File: config.mk
export PLATFORM = sky130hd
export DESIGN_NAME = match_timer
export DESIGN_NICKNAME = d
export VERILOG_FILES = /design/src/rtl/match_timer_pkg.sv /design/src/rtl/match_timer_ctrl.sv /design/src/rtl/match_timer_dp.sv /design/src/rtl/match_timer.sv
export SDC_FILE = /design/constraint.sdc
export NUM_CORES = 1
export LEC_CHECK = 0
export BUFFER_PORTS_ARGS = -buffer_cell sky130_fd_sc_hd__buf_2
export CORE_UTILIZATION = 36
export CTS_CLUSTER_SIZE = 14
export DETAILED_ROUTE_END_ITERATION = 12
export PLACE_DENSITY = 0.63
export RECOVER_POWER = 50
export SETUP_SLACK_MARGIN = 0.05
export SLEW_MARGIN = 10
export SYNTH_ARGS = -nofsm -noshare
export SYNTH_HDL_FRONTEND = slang
export SYNTH_SLANG_ARGS = --single-unit
File: constraint.sdc
create_clock -name clk -period 4.12 [get_ports clk]
set_input_delay 0 -clock clk [delete_from_list [all_inputs] [get_ports clk]]
set_output_delay 0 -clock clk [all_outputs]
set_load 0.005 [all_outputs]
File: src/rtl/match_timer_pkg.sv
package match_timer_pkg;
  localparam int CH_NUM = 4;

  localparam logic [7:0] OFS_CNT  = 8'h10;
  localparam logic [7:0] OFS_STAT = 8'h14;
  localparam logic [7:0] OFS_WDT  = 8'h18;
  localparam logic [7:0] OFS_EN   = 8'h1c;

  typedef enum logic [2:0] {
    SEL_MATCH, SEL_CNT, SEL_STAT, SEL_WDT, SEL_EN, SEL_NONE
  } mtSel_t;

  typedef struct packed {
    logic [CH_NUM-1:0] ldMatch;
    logic              ldCnt;
    logic              clrStat;
    logic              ldEn;
    logic              setWdt;
  } mtStrobe_t;
endpackage

File: src/rtl/match_timer_ctrl.sv
module match_timer_ctrl
  import match_timer_pkg::*;
#(
  parameter int ADDR_W = 8
) (
  input  logic [ADDR_W-1:0] addr,
  input  logic              wrEn,
  output mtSel_t            rdSel,
  output logic [1:0]        rdIdx,
  output mtStrobe_t         strobe
);
  logic aligned;
  logic inMatch;

  assign aligned = (addr[1:0] == 2'b00);
  assign inMatch = aligned && (addr[ADDR_W-1:4] == '0);
  assign rdIdx   = addr[3:2];

  always_comb begin
    rdSel = SEL_NONE;
    if (inMatch) rdSel = SEL_MATCH;
    else if (addr == ADDR_W'(OFS_CNT))  rdSel = SEL_CNT;
    else if (addr == ADDR_W'(OFS_STAT)) rdSel = SEL_STAT;
    else if (addr == ADDR_W'(OFS_WDT))  rdSel = SEL_WDT;
    else if (addr == ADDR_W'(OFS_EN))   rdSel = SEL_EN;
  end

  always_comb begin
    strobe = '0;
    if (wrEn) begin
      unique case (rdSel)
        SEL_MATCH: strobe.ldMatch[rdIdx] = 1'b1;
        SEL_CNT:   strobe.ldCnt   = 1'b1;
        SEL_STAT:  strobe.clrStat = 1'b1;
        SEL_WDT:   strobe.setWdt  = 1'b1;
        SEL_EN:    strobe.ldEn    = 1'b1;
        default:   strobe = '0;
      endcase
    end
  end
endmodule

File: src/rtl/match_timer_dp.sv
module match_timer_dp
  import match_timer_pkg::*;
#(
  parameter int CNT_W = 32,
  parameter int EN_W  = 12
) (
  input  logic              clk,
  input  logic              rstN,
  input  logic              tickEn,
  input  mtStrobe_t         strobe,
  input  mtSel_t            rdSel,
  input  logic [1:0]        rdIdx,
  input  logic [CNT_W-1:0]  wrData,
  output logic [CNT_W-1:0]  rdData,
  output logic [CH_NUM-1:0] irq,
  output logic              wdtReset
);
  localparam int CH_MSB = CH_NUM - 1;

  logic [CNT_W-1:0]  cntQ;
  logic [CNT_W-1:0]  cntNext;
  logic [CNT_W-1:0]  matchQ [CH_NUM];
  logic [CH_NUM-1:0] statQ;
  logic [EN_W-1:0]   enQ;
  logic              wdtEnQ;
  logic              wdtRstQ;
  logic [CH_NUM-1:0] hit;
  logic [CH_NUM-1:0] setVec;
  logic [CH_NUM-1:0] clrVec;
  logic              stepping;

  assign cntNext  = cntQ + 1'b1;
  assign stepping = tickEn && !strobe.ldCnt;

  always_ff @(posedge clk) begin
    if (!rstN)             cntQ <= '0;
    else if (strobe.ldCnt) cntQ <= wrData;
    else if (tickEn)       cntQ <= cntNext;
  end

  for (genvar n = 0; n < CH_NUM; n++) begin : g_ch
    always_ff @(posedge clk) begin
      if (!rstN)                 matchQ[n] <= '0;
      else if (strobe.ldMatch[n]) matchQ[n] <= wrData;
    end
    assign hit[n] = stepping && (cntNext == matchQ[n]);
  end

  assign setVec = hit & enQ[CH_MSB:0];
  assign clrVec = strobe.clrStat ? wrData[CH_MSB:0] : '0;

  always_ff @(posedge clk) begin
    if (!rstN) begin
      statQ   <= '0;
      enQ     <= '0;
      wdtEnQ  <= 1'b0;
      wdtRstQ <= 1'b0;
    end else begin
      statQ   <= (statQ & ~clrVec) | setVec;
      if (strobe.ldEn) enQ <= wrData[EN_W-1:0];
      wdtEnQ  <= wdtEnQ | (strobe.setWdt & wrData[0]);
      wdtRstQ <= wdtRstQ | (wdtEnQ & hit[CH_MSB]);
    end
  end

  assign irq      = statQ;
  assign wdtReset = wdtRstQ;

  always_comb begin
    unique case (rdSel)
      SEL_MATCH: rdData = matchQ[rdIdx];
      SEL_CNT:   rdData = cntQ;
      SEL_STAT:  rdData = CNT_W'(statQ);
      SEL_WDT:   rdData = CNT_W'(wdtEnQ);
      SEL_EN:    rdData = CNT_W'(enQ);
      default:   rdData = '0;
    endcase
  end
endmodule

File: src/rtl/match_timer.sv
module match_timer
  import match_timer_pkg::*;
#(
  parameter int ADDR_W = 8,
  parameter int CNT_W  = 32,
  parameter int EN_W   = 12
) (
  input  logic              clk,
  input  logic              rstN,
  input  logic              tickEn,
  input  logic [ADDR_W-1:0] addr,
  input  logic              wrEn,
  input  logic [CNT_W-1:0]  wrData,
  output logic [CNT_W-1:0]  rdData,
  output logic [CH_NUM-1:0] irq,
  output logic              wdtReset
);
  mtStrobe_t  strobe;
  mtSel_t     rdSel;
  logic [1:0] rdIdx;

  match_timer_ctrl #(.ADDR_W(ADDR_W)) u_ctrl (
    .addr(addr), .wrEn(wrEn), .rdSel(rdSel), .rdIdx(rdIdx), .strobe(strobe)
  );

  match_timer_dp #(.CNT_W(CNT_W), .EN_W(EN_W)) u_dp (
    .clk(clk), .rstN(rstN), .tickEn(tickEn), .strobe(strobe),
    .rdSel(rdSel), .rdIdx(rdIdx), .wrData(wrData), .rdData(rdData),
    .irq(irq), .wdtReset(wdtReset)
  );
endmodule

== Yosys cells after proc, flatten, opt, wreduce, memory -nomap -nowiden ==
Memory sizes are Yosys's and may differ from the RTL's.
Index checks and enable logic that the tools add are counted.
Operators by class
  add/subtract/negate cells: 1
  order comparisons: 2
  eq/ne operators: 12
  muxes and demuxes: 34
  bitwise logic cells: 12
  reduce and logical (&&, ||, !) cells: 12
Operators by type and width (number)
  32-bit two-way mux: 6
  32-bit case mux with 5 select lines: 1
  32-bit == test: 4
  32-bit by 1-bit adder with 32-bit output (second input constant): 1
  8-bit by 5-bit == test with 1-bit output (second input constant): 4
  1-bit two-way mux: 19
  3-bit two-way mux: 4
  4-bit bitwise AND: 2
  4-bit two-way mux: 2
  8-bit two-way mux: 1
  1-bit logical AND: 7
  3-bit by 2-bit == test with 1-bit output (second input constant): 2
  1-bit OR: 6
  4-bit zero test: 1
  4-bit NOT: 1
  4-bit OR: 1
  3-bit by 1-bit == test with 1-bit output (second input constant): 1
  3-bit == test (second input constant): 1
  3-bit zero test: 1
  2-bit by 3-bit < comparator with 1-bit output (second input constant): 1
  1-bit bitwise AND: 2
  1-bit demux with 2-bit select: 1
  2-bit by 1-bit >= comparator with 1-bit output (second input constant): 1
  2-bit zero test: 1
  other kinds (2): 2
Storage, ports and cells
  register bits: 50
  memory bits (writable): 128
  input port bits: 44
  output and inout port bits: 37
  logic and storage cells: 79
  memories: 1
Memory list
  u_dp.matchQ: depth 4, width 32, read ports 5, clocked after Yosys merged registers in 0, write ports 4, RTL line match_timer_dp.sv:22  | logic [CNT_W-1:0] matchQ [CH_NUM];

== Longest topological paths before layout ==
Gate-level depths: netlist of the first run.
  word-level depth: 14
  depth in mapped cells: 10
  mapped depth without buffers: 9

== Cells and area by module ==
From an unflattened synthesis of the first run, not the netlist that was laid out.
Second synthesis, totals
  cells, all modules: 1188
  area total of the unflattened synthesis: 11926.4 um^2
By module, submodules not included
  match_timer_dp: times used 1, cells each 1166, area an instance 11777.5 um^2, sequential area each 4844.6 um^2
  match_timer_ctrl: times used 1, cells each 22, area an instance 148.9 um^2, sequential area each 0.0 um^2

== Worst setup path before layout of the first run ==
No wires, ideal clock.
  kind: input to register
  start point: input addr[7]
  end point: memory u_dp.matchQ[0][0] (enable)
  setup time: 0.470 ns
  arrival time: 3.560 ns
  required time: 3.650 ns
  path slack: 0.090 ns
  stages: 4
  buffers on the path: 0
  cell sequence: or4_1 nor3_1 nand2_1 o31ai_1
RTL lines
  start: declaration: RTL line match_timer.sv:11  | input logic [ADDR_W-1:0] addr,
  end: declaration: RTL line match_timer_dp.sv:22

== Final worst setup path of the first run ==
  start point: register u_dp.cntQ[0]
  end point: register u_dp.wdtRstQ (netlist: u_dp.wdtReset)
On the way
  longest elaborated chain between the ends: 5
RTL lines
  start: declaration: RTL line match_timer_dp.sv:20  | logic [CNT_W-1:0] cntQ;
  start signal: assignment: RTL line match_timer_dp.sv:37  | else if (strobe.ldCnt) cntQ <= wrData;
  start signal: assignment: RTL line match_timer_dp.sv:38  | else if (tickEn) cntQ <= cntNext;
  32-bit by 1-bit adder with 32-bit output: RTL line match_timer_dp.sv:32  | assign cntNext = cntQ + 1'b1;
  32-bit == test: RTL line match_timer_dp.sv:46  | assign hit[n] = stepping && (cntNext == matchQ[n]);
  1-bit logical AND: RTL line match_timer_dp.sv:46
  1-bit bitwise AND: RTL line match_timer_dp.sv:62  | wdtRstQ <= wdtRstQ | (wdtEnQ & hit[CH_MSB]);
  1-bit OR: RTL line match_timer_dp.sv:62
  end signal: assignment: RTL line match_timer_dp.sv:62
  end: declaration: RTL line match_timer_dp.sv:26  | logic wdtRstQ;
No other way between the ends.
A chain may end at the register's enable or synchronous reset.

==> impl_metrics.tcl, run 1 <==
set metrics [dict create \
    outcome "finished with violations" \
    violations "capacitance limit, slew limit" \
    numCtsBuffers 17 \
    grt_pass1_wl_um 62500 \
    clock-sinks 178 \
    reg2reg_from "u_dp.cntQ[0]" \
    rows 65 \
    die_w_um 182 \
    clock_path_buffers 2 \
    area_growth_pct 16.1 \
    cts_tree "yes" \
    wl_per_cell_um 25.2 \
    crit_path_start "u_dp.cntQ[0]" \
    rsz0062_at_grt "no" \
    whs_ns 0.0974 \
    antennaDiodeCount 0 \
    worstPathRequired_ns 4.48 \
    crit_path_start_kind "flip-flop" \
    fill_cells 3076 \
    ys_types 71 \
    p_leak_nw 4.96 \
    crit_type "flip-flop to flip-flop" \
    start_util_pct 36.7 \
    cp_max_fo 12 \
    final_hold_viol_count 0 \
    maxCapViolations 6 \
    die-area_mm2 0.0331 \
    antenna_found_initial 0 \
    slew_viol_final 207 \
    clock_skew_ns 0.0160 \
    core_area_mm2 0.0317 \
    insertion_delay_ns 0.45 \
    synth.area.top_cells "edfxtp_1 33%, dfxtp_1 8.6%, xnor2_1 8.5%" \
    grt_pass1_vias 9367 \
    crit-reg2reg-capture "u_dp.wdtReset" \
    postCtsSetupBuffers 0 \
    synth_most_common_cell "and2_1" \
    stdcell_area_mm2 0.0135 \
    portBuffers 80 \
    power_density_mw_per_mm2 318 \
    gp_congestion 1.01 \
    grt_max_degree 57 \
    place_inst 1587 \
    ys_seq_elements 178 \
    ys_warn_count 0 \
    fmax_mhz 266 \
    finalNetCount 1283 \
    cts_max_level 4 \
    grt_usage_pct 25.8 \
    finalCritPeriodShare_pct 91.1 \
    fin_ws_ns 0.365 \
    ys.flop_type "edfxtp_1" \
    worst_pin_slew_ns 2.82 \
    drc 0 \
    dp_slack_ns 0.445 \
    peakVddDrop_mv 0.291 \
    hp-class "input port to flip-flop" \
    fp.dieH_um 182 \
    syn_area_mm2 0.0117 \
    dpl_cell_area_mm2 0.0126 \
    final_cells 1653 \
    first_pass_iters 7 \
    ant_nets 0 \
    synth_common_cells "131 x and2_1, 128 x edfxtp_1, 113 x xnor2_1, 107 x nand2_1, 62 x clkbuf_1" \
    synth_edf_count 128 \
    arrival_ns 4.12 \
    synth_top_area_cell "edfxtp_1" \
    max-slew-margin-rel_pct -88.2 \
    vias 9629 \
    layout_min_cycle_time_ns 3.75 \
    reg2reg_depth 9 \
    drive_gt1_share_pct 15.2 \
    utilization_pct 42.7 \
    synth_top_area_share_pct 33.0 \
    syn_nets 1190 \
    routed_wl_um 41600 \
    setup_viol 0 \
    vias_per_cell 5.83 \
    synthCells 1145 \
    clk_pin_slew_ns 0.07 \
    ios 81 \
    rrSetupSlack_ns 0.37 \
    cts-root-buf "clkbuf_16" \
    tns_ns 0 \
    async_reset_ff_share_pct 0 \
    overflow 0 \
    dp_hpwl_um 30500 \
    syn_area_per_cell_um2 10.2 \
    ys_seq_area_share_pct 41.6 \
    drt-initial-drc-count 979 \
    crit_path_end_kind "flip-flop" \
    power_mw 4.30 \
    worstSetupEndpoint "u_dp.wdtReset" \
]
[registers in the layout (all words and copies together), names as in the netlist]
register and count:
u_dp.wdtEnQ 1, u_dp.irq 4, u_dp.matchQ 128, u_dp.wdtReset 1
u_dp.cntQ 32, u_dp.enQ 12
[worst min path at each step]
stage	from	to	slack, ns	cells after the start
floorplan	wrData[0]	u_dp.enQ[0]	0.14	2
global placement	wrData[24]	u_dp.cntQ[24]	0.29	2
detailed placement	wrData[23]	u_dp.cntQ[23]	0.29	2
CTS	addr[0]	u_dp.cntQ[3]	0.07	4
global route	addr[4]	u_dp.wdtEnQ	0.11	5
finish	addr[4]	u_dp.wdtEnQ	0.1	5
[routing by layer]
metal | GRT usage (%) | routed length (um)
met4 | 8.13 | 965
met5 | 0 | 0
met3 | 2.93 | 2320
met2 | 40.6 | 18900
met1 | 36.9 | 19500
[worst max-delay path: stages, from the launching register on]
cell     delay [ns]
dfxtp_1        0.62
ha_1           0.34
nand3_2        0.31
nor4_4         0.51
xnor2_1        0.13
or4_1          0.43
or4_1          0.53
nor4_1         0.34
nand4_1        0.23
o21ai_0        0.23
[cells by family (layout without fill, tap and decap cells)]
kind of cell             count (synthesis)  after routing  synth area share (%)
AO/OA/AOI/OAI                          197            197                  12.6
XOR/XNOR                               173            173                  13.6
AND/OR/NAND/NOR                        465            465                  22.4
adder cells (fa/ha/maj)                  1              1                 0.107
buffers and inverters                   97            203                  3.34
flip-flops                             178            178                  41.6
multiplexers                            34             34                  6.36
[layout by cell type, fill, tap and decap left out, types with 5 or more instances in the layout]
master	instances
a2111oi_0	8
a211oi_1	6
a21boi_0	13
a21oi_1	15
a22o_1	20
a22oi_1	17
a31oi_1	13
and2_0	62
and2_1	69
and3_1	10
and4_1	7
buf_2	70
buf_4	37
bufinv_16	5
clkbuf_1	23
clkbuf_16	17
dfxtp_1	50
dlygate4sd3_1	34
edfxtp_1	128
inv_1	11
mux4_2	32
nand2_1	107
nand3_1	44
nand4_1	21
nor2_1	47
nor3_1	28
nor3b_1	11
nor4_1	12
o2111ai_1	5
o211a_1	27
o21ai_0	33
or3_1	8
or4_1	6
xnor2_1	113
xnor3_1	5
xor2_1	55
[cell type report]
type                       count  area (um^2)  area share (%)
sequential                   178         4840            35.8
clock buffer                  23          468            3.46
multi-input combinational    870         6450            47.7
timing repair buffer         160         1040            7.69
clock inverter                 9          179            1.32
tap                          402          503            3.72
inverter                      11         41.3           0.305
[power breakdown]
group	total, mW	internal, mW	switching, mW
clock network	1.84	1.11	0.725
logic	0.387	0.175	0.212
registers	2.07	1.99	0.0844
total	4.30	3.27	1.02
[timing repair]
action                                  4_1_cts  5_1_grt
hold buffers                                 34        0
endpoints found under the setup margin        0        1
endpoints found under the hold margin       176        0
gates resized for setup                       0        1
(Power assumes the default switching activity.)
==> run 2, diff against run 1 <==
Settings changed: CTS_CLUSTER_SIZE 14 to 40, REMOVE_ABC_BUFFERS set to 1.
==> run 2 against run 1 <==
Net effect: the run still ends with capacitance limit, slew limit left; fmax is 2.6% lower; via count grew 0.23%; cell count about the same; non-clock buffer count decreased by 1; clock skew fell by 0.0014 ns; final area fell by 0.59%; sequential share of layout area up 0.21 points; worst hold slack lost 0.036 ns; first-iteration DRC count up 9.0%; critical endpoint unchanged.
==> impl_metrics.tcl, run 2 (synthesized netlist as in run 1, its figures left out) <==
set metrics [dict create \
    outcome "finished with violations" \
    violations "capacitance limit, slew limit" \
    fill_cells 3105 \
    die-area_mm2 0.0331 \
    drt-initial-drc-count 1067 \
    wl_per_cell_um 25.6 \
    multi_input_comb_area_mm2 0.00646 \
    vias 9651 \
    dp_slack_ns 0.407 \
    final_common_cell "edfxtp_1" \
    grt_pass1_wl_um 63500 \
    crit_path_end_kind "flip-flop" \
    overflow 0 \
    final_cells 1652 \
    finalNetCount 1282 \
    cts_tree "yes" \
    antenna_found_initial 0 \
    ant_nets 0 \
    hp-class "input port to flip-flop" \
    postCtsSetupBuffers 0 \
    rrSetupSlack_ns 0.26 \
    cts_max_level 4 \
    first_pass_iters 6 \
    power_density_mw_per_mm2 301 \
    clock_path_buffers 2 \
    dp_hpwl_um 31400 \
    whs_ns 0.0613 \
    rsz0062_at_grt "no" \
    layout_min_cycle_time_ns 3.86 \
    tns_ns 0 \
    cpMostUsedCell "xnor2_1" \
    drive_gt1_share_pct 16.0 \
    final_hold_viol_count 0 \
    intPower_mw 2.96 \
    cp_max_fo 14 \
    insertion_delay_ns 0.46 \
    die_w_um 182 \
    crit-reg2reg-capture "u_dp.wdtReset" \
    numCtsBuffers 17 \
    reg2reg_from "u_dp.cntQ[8]" \
    clock-sinks 178 \
    crit_path_start "u_dp.cntQ[8]" \
    slowest_delay_ns 0.76 \
    crit_type "flip-flop to flip-flop" \
    largest-register "u_dp.matchQ" \
    worstSetupEndpoint "u_dp.wdtReset" \
    cts-root-buf "clkbuf_16" \
    peakVddDrop_mv 0.303 \
    switchingPower_mw 1.10 \
    register_area_mm2 0.00484 \
    p_leak_nw 4.96 \
    top_regs "u_dp.matchQ x128, u_dp.cntQ x32, u_dp.enQ x12" \
    crit_chain "nand4_4, or4_1, nor4_4, xnor2_1, xnor2_1, a2111oi_0, nand4_1, o21ai_0" \
    cp_slowest_cell "or4_1" \
    grt_pass1_vias 9377 \
    crit_path_start_kind "flip-flop" \
    seqPwrFrac_pct 51.2 \
    path_buf_inv 0 \
    swShare_pct 27.0 \
    ios 81 \
    grt_max_degree 34 \
    gp_congestion 1.02 \
    antennaDiodeCount 0 \
    core_area_mm2 0.0317 \
    setup_viol 0 \
    grt_usage_pct 26.0 \
    holdPathStages 5 \
    fp.dieH_um 182 \
    ctsHoldBuffers 33 \
    power_frac_comb_pct 9.6 \
    clk_pin_slew_ns 0.08 \
    crit_family "simple AND/OR/NAND/NOR gates" \
    reg2reg_depth 8 \
    area_growth_pct 15.4 \
    fin_ws_ns 0.264 \
    maxCapViolations 3 \
    slew_viol_final 77 \
    crit_cells 8 \
    finalCritPeriodShare_pct 93.6 \
    drc 0 \
    clock_skew_ns 0.0146 \
    vias_per_cell 5.84 \
    start_util_pct 36.7 \
    fmax_mhz 259 \
    worst_pin_slew_ns 2.53 \
    routed_wl_um 42300 \
    arrival_ns 4.23 \
    cts_resized 0 \
    max-slew-margin-rel_pct -68.8 \
    largest_reg_flops 128 \
    worstPathRequired_ns 4.50 \
    place_inst 1587 \
    rows 65 \
    clockPowerShare_pct 39.2 \
    portBuffers 80 \
    final_cell_mix "128 x edfxtp_1, 113 x xnor2_1, 107 x nand2_1, 90 x and2_1, 72 x buf_2" \
]
run 2: cell types whose count changed in the layout (fill, tap and decap cells not counted), moves of 4 or more:
cell,previous run,this run
and2_0,62,41
and2_1,69,90
bufinv_16,5,0
clkbuf_1,23,12
clkinv_4,0,4
inv_8,0,4
run 2: worst min path at each step:
stage               start            end  slack [ns]
2_1_floorplan        rstN  u_dp.wdtReset        0.11
3_3_place_gp   wrData[29]  u_dp.cntQ[29]        0.29
3_5_place_dp   wrData[22]  u_dp.cntQ[22]        0.30
4_1_cts           addr[4]    u_dp.wdtEnQ        0.06
5_1_grt           addr[4]    u_dp.wdtEnQ        0.10
6_report          addr[4]    u_dp.wdtEnQ        0.06
run 2: power groups by stage:
stage | clock network [mW] | logic [mW] | registers, mW
final | 1.59 | 0.389 | 2.07
after global routing | 1.66 | 0.414 | 2.08
after CTS | 1.60 | 0.390 | 2.07
after detailed placement | 0 | 0.364 | 2.11
after global placement | 0 | 0.365 | 2.11
after floorplan | 0 | 0.197 | 2.07
run 2: cell type report:
type                    instances  share of cell area (%)
repair buffers                159                    7.79
well taps                     402                    3.74
clock inverters                14                   0.930
multi-input cells             870                    48.0
clock buffers                  18                    3.19
flip-flops and latches        178                    36.0
inverters                      11                   0.307
run 2: through the flow:
| step | total power, mW | util, % | cell area (um^2) |
|---|---|---|---|
| floorplan | 2.27 | - | 11300 |
| global placement | 2.47 | 39.8 | 12600 |
| detailed placement | 2.47 | 39.8 | 12600 |
| CTS | 4.06 | 42.6 | 13500 |
| global route | 4.16 | 42.4 | 13400 |
| finish | 4.05 | 42.4 | 13400 |
run 2: worst reg2reg max path, delay by kind of cell, from the launching register on:
family	cells	cell delay, ns
AO/OA/AOI/OAI	2	0.91
AND/OR/NAND/NOR	4	1.73
flip-flops	1	0.75
XOR/XNOR	2	0.40
run 2: per-layer routing:
| layer | track usage, % | up-vias | wire (um) |
|---|---|---|---|
| li1 | - | 4390 | - |
| met1 | 36.8 | 4838 | 19700 |
| met2 | 41.5 | 373 | 19600 |
| met3 | 3.19 | 50 | 2230 |
| met4 | 7.46 | 0 | 838 |
| met5 | 0 | - | 0 |
